==> src/rtl/sbc_pkg.sv <==
`timescale 1ns/1ps
package sbc_pkg;

    typedef enum logic [2:0] {
        RD_IDLE,
        RD_ISSUE,
        RD_WAIT,
        RD_ANNOUNCE,
        RD_SEND
    } rd_state_t;

    typedef enum logic [2:0] {
        WR_IDLE,
        WR_FETCH,
        WR_ISSUE,
        WR_WAIT,
        WR_DONE
    } wr_state_t;

endpackage

==> src/rtl/sbc_cmd_fifo.sv <==
`timescale 1ns/1ps
module sbc_cmd_fifo #(
    parameter int W     = 10,
    parameter int DEPTH = 4
) (
    input  logic         clk,
    input  logic         rst_n,
    input  logic         push,
    input  logic [W-1:0] din,
    input  logic         pop,
    output logic [W-1:0] head,
    output logic         full,
    output logic         empty
);
    localparam int PW = (DEPTH > 1) ? $clog2(DEPTH) : 1;
    localparam int CW = $clog2(DEPTH + 1);

    logic [W-1:0]  slots [DEPTH];
    logic [PW-1:0] wr_ptr, rd_ptr;
    logic [CW-1:0] count;

    always_ff @(posedge clk) begin
        if (push) slots[wr_ptr] <= din;
    end

    always_ff @(posedge clk) begin
        if (!rst_n) begin
            wr_ptr <= '0;
            rd_ptr <= '0;
            count  <= '0;
        end else begin
            if (push) wr_ptr <= (wr_ptr == PW'(DEPTH - 1)) ? '0 : wr_ptr + 1'b1;
            if (pop)  rd_ptr <= (rd_ptr == PW'(DEPTH - 1)) ? '0 : rd_ptr + 1'b1;
            if (push && !pop)      count <= count + 1'b1;
            else if (pop && !push) count <= count - 1'b1;
        end
    end

    assign head  = slots[rd_ptr];
    assign full  = (count == CW'(DEPTH));
    assign empty = (count == '0);


    no_overflow_chk: assert property (@(posedge clk) disable iff (!rst_n)
        push |-> !full);

    no_underflow_chk: assert property (@(posedge clk) disable iff (!rst_n)
        pop |-> !empty);

    depth_bound_chk: assert property (@(posedge clk) disable iff (!rst_n)
        count <= CW'(DEPTH));

endmodule

==> src/rtl/sbc_tgt_stub.sv <==
`timescale 1ns/1ps
module sbc_tgt_stub #(
    parameter int DW  = 32,
    parameter int LAW = 5,
    parameter int LAT = 3
) (
    input  logic           clk,
    input  logic           rst_n,
    input  logic           rreq,
    input  logic [LAW-1:0] raddr,
    output logic           rvalid,
    output logic [DW-1:0]  rdata,
    input  logic           wreq,
    input  logic [LAW-1:0] waddr,
    input  logic [DW-1:0]  wdata,
    output logic           wack
);
    localparam int WORDS = 2 ** LAW;
    localparam int CW    = $clog2(LAT + 1);

    logic [DW-1:0] words [WORDS];
    logic [CW-1:0] rcnt, wcnt;
    logic [DW-1:0] rdata_q;

    always_ff @(posedge clk) begin
        if (!rst_n) begin
            for (int i = 0; i < WORDS; i++) words[i] <= '0;
        end else if (wreq) begin
            words[waddr] <= wdata;
        end
    end

    always_ff @(posedge clk) begin
        if (rreq) rdata_q <= words[raddr];
    end

    always_ff @(posedge clk) begin
        if (!rst_n) begin
            rcnt <= '0;
            wcnt <= '0;
        end else begin
            if (rreq)              rcnt <= CW'(LAT);
            else if (rcnt != '0)   rcnt <= rcnt - 1'b1;
            if (wreq)              wcnt <= CW'(LAT);
            else if (wcnt != '0)   wcnt <= wcnt - 1'b1;
        end
    end

    assign rvalid = (rcnt == CW'(1));
    assign wack   = (wcnt == CW'(1));
    assign rdata  = rdata_q;


    no_rd_overlap_chk: assert property (@(posedge clk) disable iff (!rst_n)
        rreq |-> (rcnt == '0));

    no_wr_overlap_chk: assert property (@(posedge clk) disable iff (!rst_n)
        wreq |-> (wcnt == '0));

endmodule

==> src/rtl/sbc_rd_engine.sv <==
`timescale 1ns/1ps
module sbc_rd_engine
    import sbc_pkg::*;
#(
    parameter int AW   = 6,
    parameter int DW   = 32,
    parameter int IDW  = 4,
    parameter int NTGT = 2
) (
    input  logic                      clk,
    input  logic                      rst_n,
    input  logic                      q_empty,
    input  logic [IDW-1:0]            q_id,
    input  logic [AW-1:0]             q_addr,
    output logic                      q_pop,
    output logic [NTGT-1:0]           tgt_rreq,
    output logic [AW-$clog2(NTGT)-1:0] tgt_raddr,
    input  logic [NTGT-1:0]           tgt_rvalid,
    input  logic [NTGT-1:0][DW-1:0]   tgt_rdata,
    output logic                      rd_avail,
    output logic [IDW-1:0]            rd_avail_id,
    input  logic                      rd_grant,
    output logic                      rd_data_valid,
    output logic [IDW-1:0]            rd_data_id,
    output logic [DW-1:0]             rd_data
);
    localparam int SELW = $clog2(NTGT);
    localparam int LAW  = AW - SELW;

    rd_state_t       st, nxt;
    logic [IDW-1:0]  cur_id;
    logic [AW-1:0]   cur_addr;
    logic [DW-1:0]   data_q;
    logic [SELW-1:0] sel;

    assign sel = cur_addr[AW-1 -: SELW];

    always_ff @(posedge clk) begin
        if (!rst_n) st <= RD_IDLE;
        else        st <= nxt;
    end

    always_comb begin
        nxt           = st;
        q_pop         = 1'b0;
        tgt_rreq      = '0;
        rd_avail      = 1'b0;
        rd_data_valid = 1'b0;
        unique case (st)
            RD_IDLE: begin
                if (!q_empty) begin
                    q_pop = 1'b1;
                    nxt   = RD_ISSUE;
                end
            end
            RD_ISSUE: begin
                tgt_rreq[sel] = 1'b1;
                nxt           = RD_WAIT;
            end
            RD_WAIT: begin
                if (tgt_rvalid[sel]) nxt = RD_ANNOUNCE;
            end
            RD_ANNOUNCE: begin
                rd_avail = 1'b1;
                if (rd_grant) nxt = RD_SEND;
            end
            RD_SEND: begin
                rd_data_valid = 1'b1;
                nxt           = RD_IDLE;
            end
            default: nxt = RD_IDLE;
        endcase
    end

    always_ff @(posedge clk) begin
        if (!rst_n) begin
            cur_id   <= '0;
            cur_addr <= '0;
            data_q   <= '0;
        end else begin
            if (q_pop) begin
                cur_id   <= q_id;
                cur_addr <= q_addr;
            end
            if (st == RD_WAIT && tgt_rvalid[sel]) data_q <= tgt_rdata[sel];
        end
    end

    assign tgt_raddr   = cur_addr[LAW-1:0];
    assign rd_avail_id = cur_id;
    assign rd_data_id  = cur_id;
    assign rd_data     = data_q;


    avail_hold_chk: assert property (@(posedge clk) disable iff (!rst_n)
        (rd_avail && !rd_grant) |=> (rd_avail && $stable(rd_avail_id)));

    grant_to_data_chk: assert property (@(posedge clk) disable iff (!rst_n)
        (rd_avail && rd_grant) |=> (rd_data_valid && !rd_avail));

    data_after_grant_chk: assert property (@(posedge clk) disable iff (!rst_n)
        rd_data_valid |-> $past(rd_avail && rd_grant));

    data_single_cycle_chk: assert property (@(posedge clk) disable iff (!rst_n)
        rd_data_valid |=> !rd_data_valid);

endmodule

==> src/rtl/sbc_wr_engine.sv <==
`timescale 1ns/1ps
module sbc_wr_engine
    import sbc_pkg::*;
#(
    parameter int AW   = 6,
    parameter int DW   = 32,
    parameter int IDW  = 4,
    parameter int NTGT = 2
) (
    input  logic                       clk,
    input  logic                       rst_n,
    input  logic                       q_empty,
    input  logic [IDW-1:0]             q_id,
    input  logic [AW-1:0]              q_addr,
    output logic                       q_pop,
    output logic                       wd_req,
    output logic [IDW-1:0]             wd_req_id,
    input  logic                       wd_valid,
    input  logic [IDW-1:0]             wd_id,
    input  logic [DW-1:0]              wd_data,
    output logic [NTGT-1:0]            tgt_wreq,
    output logic [AW-$clog2(NTGT)-1:0] tgt_waddr,
    output logic [DW-1:0]              tgt_wdata,
    input  logic [NTGT-1:0]            tgt_wack,
    output logic                       wr_done,
    output logic [IDW-1:0]             wr_done_id
);
    localparam int SELW = $clog2(NTGT);
    localparam int LAW  = AW - SELW;

    wr_state_t       st, nxt;
    logic [IDW-1:0]  cur_id;
    logic [AW-1:0]   cur_addr;
    logic [DW-1:0]   data_q;
    logic [SELW-1:0] sel;
    logic            take;

    assign sel  = cur_addr[AW-1 -: SELW];
    assign take = (st == WR_FETCH) && wd_valid && (wd_id == cur_id);

    always_ff @(posedge clk) begin
        if (!rst_n) st <= WR_IDLE;
        else        st <= nxt;
    end

    always_comb begin
        nxt      = st;
        q_pop    = 1'b0;
        wd_req   = 1'b0;
        tgt_wreq = '0;
        wr_done  = 1'b0;
        unique case (st)
            WR_IDLE: begin
                if (!q_empty) begin
                    q_pop = 1'b1;
                    nxt   = WR_FETCH;
                end
            end
            WR_FETCH: begin
                wd_req = 1'b1;
                if (take) nxt = WR_ISSUE;
            end
            WR_ISSUE: begin
                tgt_wreq[sel] = 1'b1;
                nxt           = WR_WAIT;
            end
            WR_WAIT: begin
                if (tgt_wack[sel]) nxt = WR_DONE;
            end
            WR_DONE: begin
                wr_done = 1'b1;
                nxt     = WR_IDLE;
            end
            default: nxt = WR_IDLE;
        endcase
    end

    always_ff @(posedge clk) begin
        if (!rst_n) begin
            cur_id   <= '0;
            cur_addr <= '0;
            data_q   <= '0;
        end else begin
            if (q_pop) begin
                cur_id   <= q_id;
                cur_addr <= q_addr;
            end
            if (take) data_q <= wd_data;
        end
    end

    assign wd_req_id  = cur_id;
    assign wr_done_id = cur_id;
    assign tgt_waddr  = cur_addr[LAW-1:0];
    assign tgt_wdata  = data_q;


    wd_req_hold_chk: assert property (@(posedge clk) disable iff (!rst_n)
        (wd_req && !(wd_valid && wd_id == wd_req_id)) |=> (wd_req && $stable(wd_req_id)));

    wr_after_data_chk: assert property (@(posedge clk) disable iff (!rst_n)
        (|tgt_wreq) |-> $past(wd_req && wd_valid && wd_id == wd_req_id));

    done_single_chk: assert property (@(posedge clk) disable iff (!rst_n)
        wr_done |=> !wr_done);

endmodule

==> src/rtl/idtag_bus_ctrl.sv <==
`timescale 1ns/1ps
module idtag_bus_ctrl #(
    parameter int AW      = 6,
    parameter int DW      = 32,
    parameter int IDW     = 4,
    parameter int DEPTH   = 4,
    parameter int NTGT    = 2,
    parameter int TGT_LAT = 3
) (
    input  logic           clk,
    input  logic           rst_n,
    input  logic           ra_valid,
    input  logic [IDW-1:0] ra_id,
    input  logic [AW-1:0]  ra_addr,
    output logic           ra_ack,
    output logic           rd_credit_ret,
    output logic           rd_avail,
    output logic [IDW-1:0] rd_avail_id,
    input  logic           rd_grant,
    output logic           rd_data_valid,
    output logic [IDW-1:0] rd_data_id,
    output logic [DW-1:0]  rd_data,
    input  logic           wa_valid,
    input  logic [IDW-1:0] wa_id,
    input  logic [AW-1:0]  wa_addr,
    output logic           wa_ack,
    output logic           wr_credit_ret,
    output logic           wd_req,
    output logic [IDW-1:0] wd_req_id,
    input  logic           wd_valid,
    input  logic [IDW-1:0] wd_id,
    input  logic [DW-1:0]  wd_data,
    output logic           wr_done,
    output logic [IDW-1:0] wr_done_id
);
    localparam int SELW = $clog2(NTGT);
    localparam int LAW  = AW - SELW;
    localparam int NID  = 2 ** IDW;
    localparam int CMDW = IDW + AW;

    logic [NID-1:0]  rd_live, wr_live;
    logic            rq_full, rq_empty, rq_pop;
    logic            wq_full, wq_empty, wq_pop;
    logic [CMDW-1:0] rq_head, wq_head;

    logic [NTGT-1:0]         t_rreq, t_rvalid, t_wreq, t_wack;
    logic [NTGT-1:0][DW-1:0] t_rdata;
    logic [LAW-1:0]          t_raddr, t_waddr;
    logic [DW-1:0]           t_wdata;

    assign ra_ack = ra_valid && !rq_full && !rd_live[ra_id];
    assign wa_ack = wa_valid && !wq_full && !wr_live[wa_id];

    always_ff @(posedge clk) begin
        if (!rst_n) begin
            rd_live <= '0;
            wr_live <= '0;
        end else begin
            if (ra_ack)        rd_live[ra_id]      <= 1'b1;
            if (rd_data_valid) rd_live[rd_data_id] <= 1'b0;
            if (wa_ack)        wr_live[wa_id]      <= 1'b1;
            if (wr_done)       wr_live[wr_done_id] <= 1'b0;
        end
    end

    sbc_cmd_fifo #(.W(CMDW), .DEPTH(DEPTH)) u_rq (
        .clk(clk), .rst_n(rst_n), .push(ra_ack), .din({ra_id, ra_addr}),
        .pop(rq_pop), .head(rq_head), .full(rq_full), .empty(rq_empty));

    sbc_cmd_fifo #(.W(CMDW), .DEPTH(DEPTH)) u_wq (
        .clk(clk), .rst_n(rst_n), .push(wa_ack), .din({wa_id, wa_addr}),
        .pop(wq_pop), .head(wq_head), .full(wq_full), .empty(wq_empty));

    assign rd_credit_ret = rq_pop;
    assign wr_credit_ret = wq_pop;

    sbc_rd_engine #(.AW(AW), .DW(DW), .IDW(IDW), .NTGT(NTGT)) u_rd (
        .clk(clk), .rst_n(rst_n),
        .q_empty(rq_empty), .q_id(rq_head[CMDW-1 -: IDW]), .q_addr(rq_head[AW-1:0]),
        .q_pop(rq_pop),
        .tgt_rreq(t_rreq), .tgt_raddr(t_raddr), .tgt_rvalid(t_rvalid), .tgt_rdata(t_rdata),
        .rd_avail(rd_avail), .rd_avail_id(rd_avail_id), .rd_grant(rd_grant),
        .rd_data_valid(rd_data_valid), .rd_data_id(rd_data_id), .rd_data(rd_data));

    sbc_wr_engine #(.AW(AW), .DW(DW), .IDW(IDW), .NTGT(NTGT)) u_wr (
        .clk(clk), .rst_n(rst_n),
        .q_empty(wq_empty), .q_id(wq_head[CMDW-1 -: IDW]), .q_addr(wq_head[AW-1:0]),
        .q_pop(wq_pop),
        .wd_req(wd_req), .wd_req_id(wd_req_id), .wd_valid(wd_valid), .wd_id(wd_id),
        .wd_data(wd_data),
        .tgt_wreq(t_wreq), .tgt_waddr(t_waddr), .tgt_wdata(t_wdata), .tgt_wack(t_wack),
        .wr_done(wr_done), .wr_done_id(wr_done_id));

    for (genvar t = 0; t < NTGT; t++) begin : g_tgt
        sbc_tgt_stub #(.DW(DW), .LAW(LAW), .LAT(TGT_LAT)) u_stub (
            .clk(clk), .rst_n(rst_n),
            .rreq(t_rreq[t]), .raddr(t_raddr), .rvalid(t_rvalid[t]), .rdata(t_rdata[t]),
            .wreq(t_wreq[t]), .waddr(t_waddr), .wdata(t_wdata), .wack(t_wack[t]));
    end


    rd_tag_live_chk: assert property (@(posedge clk) disable iff (!rst_n)
        rd_data_valid |-> rd_live[rd_data_id]);

    wr_tag_live_chk: assert property (@(posedge clk) disable iff (!rst_n)
        wr_done |-> wr_live[wr_done_id]);

    one_target_chk: assert property (@(posedge clk) disable iff (!rst_n)
        $onehot0(t_rreq) && $onehot0(t_wreq));

endmodule

==> config.mk <==
export PLATFORM = sky130hd
export DESIGN_NAME = idtag_bus_ctrl
export DESIGN_NICKNAME = d
export VERILOG_FILES = /design/src/rtl/sbc_pkg.sv /design/src/rtl/sbc_cmd_fifo.sv /design/src/rtl/sbc_tgt_stub.sv /design/src/rtl/sbc_rd_engine.sv /design/src/rtl/sbc_wr_engine.sv /design/src/rtl/idtag_bus_ctrl.sv
export SDC_FILE = /design/constraint.sdc
export NUM_CORES = 2
export LEC_CHECK = 0
export BUFFER_PORTS_ARGS = -buffer_cell sky130_fd_sc_hd__buf_2
export CAP_MARGIN = 20
export CORE_ASPECT_RATIO = 1.5
export CORE_MARGIN = 5
export CORE_UTILIZATION = 60
export CTS_CLUSTER_SIZE = 10
export DETAILED_ROUTE_END_ITERATION = 16
export GPL_ROUTABILITY_DRIVEN = 0
export PLACE_DENSITY = 0.76
export SYNTH_ARGS = -nofsm -noshare
export SYNTH_HDL_FRONTEND = slang
export SYNTH_SLANG_ARGS = --single-unit
==> constraint.sdc <==
create_clock -name clk -period 11.6 [get_ports clk]
set_clock_uncertainty 0.15 [all_clocks]
set_input_delay 0 -clock clk [delete_from_list [all_inputs] [get_ports clk]]
set_output_delay 0 -clock clk [all_outputs]
set_load 0.05 [all_outputs]
==> flow_summary.toml <==
[run_status]
status = "finished clean"

[floorplan]
ioPinCount = 118
rows = 187
core-area_um2 = 173000
die_h_um = 521
start_util_pct = 60.3
die_w_um = 350
dieArea_um2 = 182000

[power]
peakVddDrop_mv = 0.164
p_leak_uw = 0.0413
comb_power_share_pct = 22.6
power.total_uw = 23100
switching_share_pct = 28.5
power.net_switching_uw = 6590
powerDensity_nw_per_um2 = 197
seq_power_share_pct = 44.0
p_int_uw = 16500
p_clk_share_pct = 33.4

[setup_path]
critPathSlowestCell = "buf_4"
cp-end-kind = "flip-flop"
crit_type = "reg2reg"
worstPathMaxFanout = 48
crit_chain = "buf_4 > buf_4 > buf_4 > mux4_2 > mux4_2 > mux2_2"
arrival_ns = 5.47
cp_common_cell = "buf_4"
critPathTopFamily = "buffers and inverters"
start_kind = "flip-flop"
critPathBufInv = 3
required_ns = 12.12
critPathMaxStageDelay_ns = 0.90

[synthesis]
synth_cell_types = 56
synthFlopType = "edfxtp_1"
synth_edf_count = 2192
synthArstFlopShare_pct = 0
ys_warn_count = 0
synth.top_cells.by_count = "edfxtp_1, and2_1, mux4_2, clkbuf_1, dfxtp_1"
yosysMostFrequentCell = "edfxtp_1"
ys_seq_area_share_pct = 65.9
syn_inst = 6447
synth_area_um2 = 104000
syn-num-nets = 6531
ys_ff_latch = 2336
syn_area_per_cell_um2 = 16.2
synthTopCellsByArea = "edfxtp_1, mux4_2, and2_1"
synth_top_area_cell = "edfxtp_1"
yosysTopAreaCellShare_pct = 63.1

[drt]
vias = 58700
ant_nets = 0
wl_per_cell_um = 33.2
via_per_inst = 6.55
drc = 0
drt_first_iter_violations = 8622
routed_wl_um = 298000
drtPass1Iterations = 5

[sta]
rsz0062_at_grt = "false"
drv_slew = 0
finalSetupViolCount = 0
setup_tns_ns = 0
layout_setup_ws_ns = 6.65
min_period_ns = 4.95
maxSlewHeadroom_pct = 18.1
hold_violations = 0
min_period_over_period_pct = 42.7
worstMarginPinSlew_ns = 1.23
max_freq_mhz = 202

[placed_design]
dp_worst_setup_slack_ns = 6.51
dp_hpwl_um = 162000
placed_area_um2 = 108000
io_buffers = 117
placedCellCount = 8360

[min_path]
hold_class = "in2reg"

[clock_tree]
cts_root_buf = "clkbuf_16"
clkLatencyLatePin_ns = 0.93
cts_tree = "done"
clock-sinks = 2336
clk_path_buf_depth = 4
cts_buffers = 283
cts.clk_slew.worst_paths_ns = 0.06
htree_levels = 5

[cells_and_area]
fin_area_um2 = 117000
syn2layout_area_growth_pct = 12.3
fin_nets = 6628
layout-drive-gt1-share_pct = 22.8
final_cell_count_no_fill = 8966

[global_routing]
overflow = 0
grt_use_total_pct = 33.0
grt_pass1_wl_um = 426000
grt_max_degree = 138
antenna_found_initial = 22
grt_pass1_vias = 61000

[flow_run]
drv_cap = 0
==> state kept, by name, summed over array words and instances, names as in the netlist, 16 cells and up <==
| register | cells |
|---|---|
| u_rq.slots | 40 |
| u_wq.slots | 40 |
| u_wr.tgt_wdata | 32 |
| u_rd.rd_data | 32 |
| g_tgt.u_stub.rdata | 64 |
| g_tgt.u_stub.words | 2048 |
| rd_live | 16 |
| wr_live | 16 |
==> metal layers <==
layer  up-vias  part of all wire (%)  GRT usage (%)
met5         -                 0.014              0
met4         6                   6.9           19.2
met3       818                    11           6.71
met2      3903                    50           54.5
met1     30100                    32           40.9
li1      23900                     -              -
==> logic make-up after synthesis <==
group	after synthesis	synth area share (%)
xor gates and xnor gates	12	0.101
AOI/OAI and AO/OA	199	1.35
adders and majority gates	22	0.278
buffers and inverters	678	2.63
and+or+nand+nor	2389	13.9
muxes	811	15.8
DFF	2336	65.9
==> worst reg2reg max path, stage by stage, from the launching register on <==
cell and delay (ns):
dfxtp_4 0.68, buf_4 0.61, buf_4 0.76, buf_4 0.96, mux4_2 0.62, mux4_2 0.59, mux2_2 0.32
==> path summary, 6_finish.rpt <==
kind / start / endpoint / cells after the start / slack [ns]
min reg2reg: wr_live[13] / wr_live[13] / 2 / 0.33
min: rst_n / wr_live[10] / 4 / 0.02
max reg2reg: u_rd.cur_addr[0] / g_tgt[0].u_stub.rdata[7] / 6 / 6.65
max: u_rd.cur_addr[0] / g_tgt[0].u_stub.rdata[7] / 6 / 6.65
==> power groups by stage <==
stage	sequential (uW)	clock (uW)	combinational [uW]
final	10200	7710	5230
after global routing	10200	8120	5400
after CTS	10200	7770	5230
after detailed placement	10300	0	5170
after global placement	10300	0	5120
after floorplan	10100	0	3570
==> layout by cell type (no fill, tap or decap), drive strengths merged, types with 3 or more instances in the layout <==
| master | count |
|---|---|
| o211ai | 9 |
| and2 | 2061 |
| mux2 | 70 |
| a21boi | 26 |
| nand3 | 9 |
| o211a | 32 |
| or3b | 3 |
| o221a | 12 |
| nand4b | 3 |
| nor2 | 106 |
| xor2 | 3 |
| buf | 306 |
| edfxtp | 2192 |
| or2 | 3 |
| o21ai | 89 |
| mux2i | 76 |
| nor4b | 3 |
| mux4 | 665 |
| nor2b | 42 |
| nand2 | 115 |
| dlygate4sd3 | 163 |
| dfxtp | 144 |
| nor3b | 3 |
| o41ai | 8 |
| inv | 30 |
| clkbuf | 415 |
| nor3 | 5 |
| ha | 20 |
| a31oi | 4 |
| a41oi | 8 |
| or4 | 3 |
| or3 | 5 |
| a21oi | 3 |
| and3 | 3 |
| xnor2 | 9 |
| o21a | 4 |
| diode | 15 |
| nand2b | 9 |
| nand3b | 9 |
==> what timing repair did <==
action	in CTS	in global routing
hold buffers	163	0
resized for setup	0	0
setup endpoints to repair	0	0
setup buffers	0	0
hold endpoints to repair	220	0
==> area by class of cell <==
cell class | count | area [um2]
clock buffers | 415 | 7620
flip-flops and latches | 2336 | 68800
clock inverters | 9 | 78.8
multi-input cells | 3433 | 33900
well taps | 2268 | 2840
repair buffers | 469 | 3880
inverters | 21 | 78.8
fillers | 11100 | 55800
diodes | 15 | 37.5
==> metrics by stage <==
stage | util, % | hold WS, ns
6_report | 67.8 | 0.0221
5_1_grt | 67.7 | 0.0470
3_3_place_gp | 62.2 | 0.0598
2_1_floorplan | - | -0.0511
4_1_cts | 67.7 | 0.00614
3_5_place_dp | 62.3 | 0.0749
Note: power is estimated with default switching activity, not from simulation.
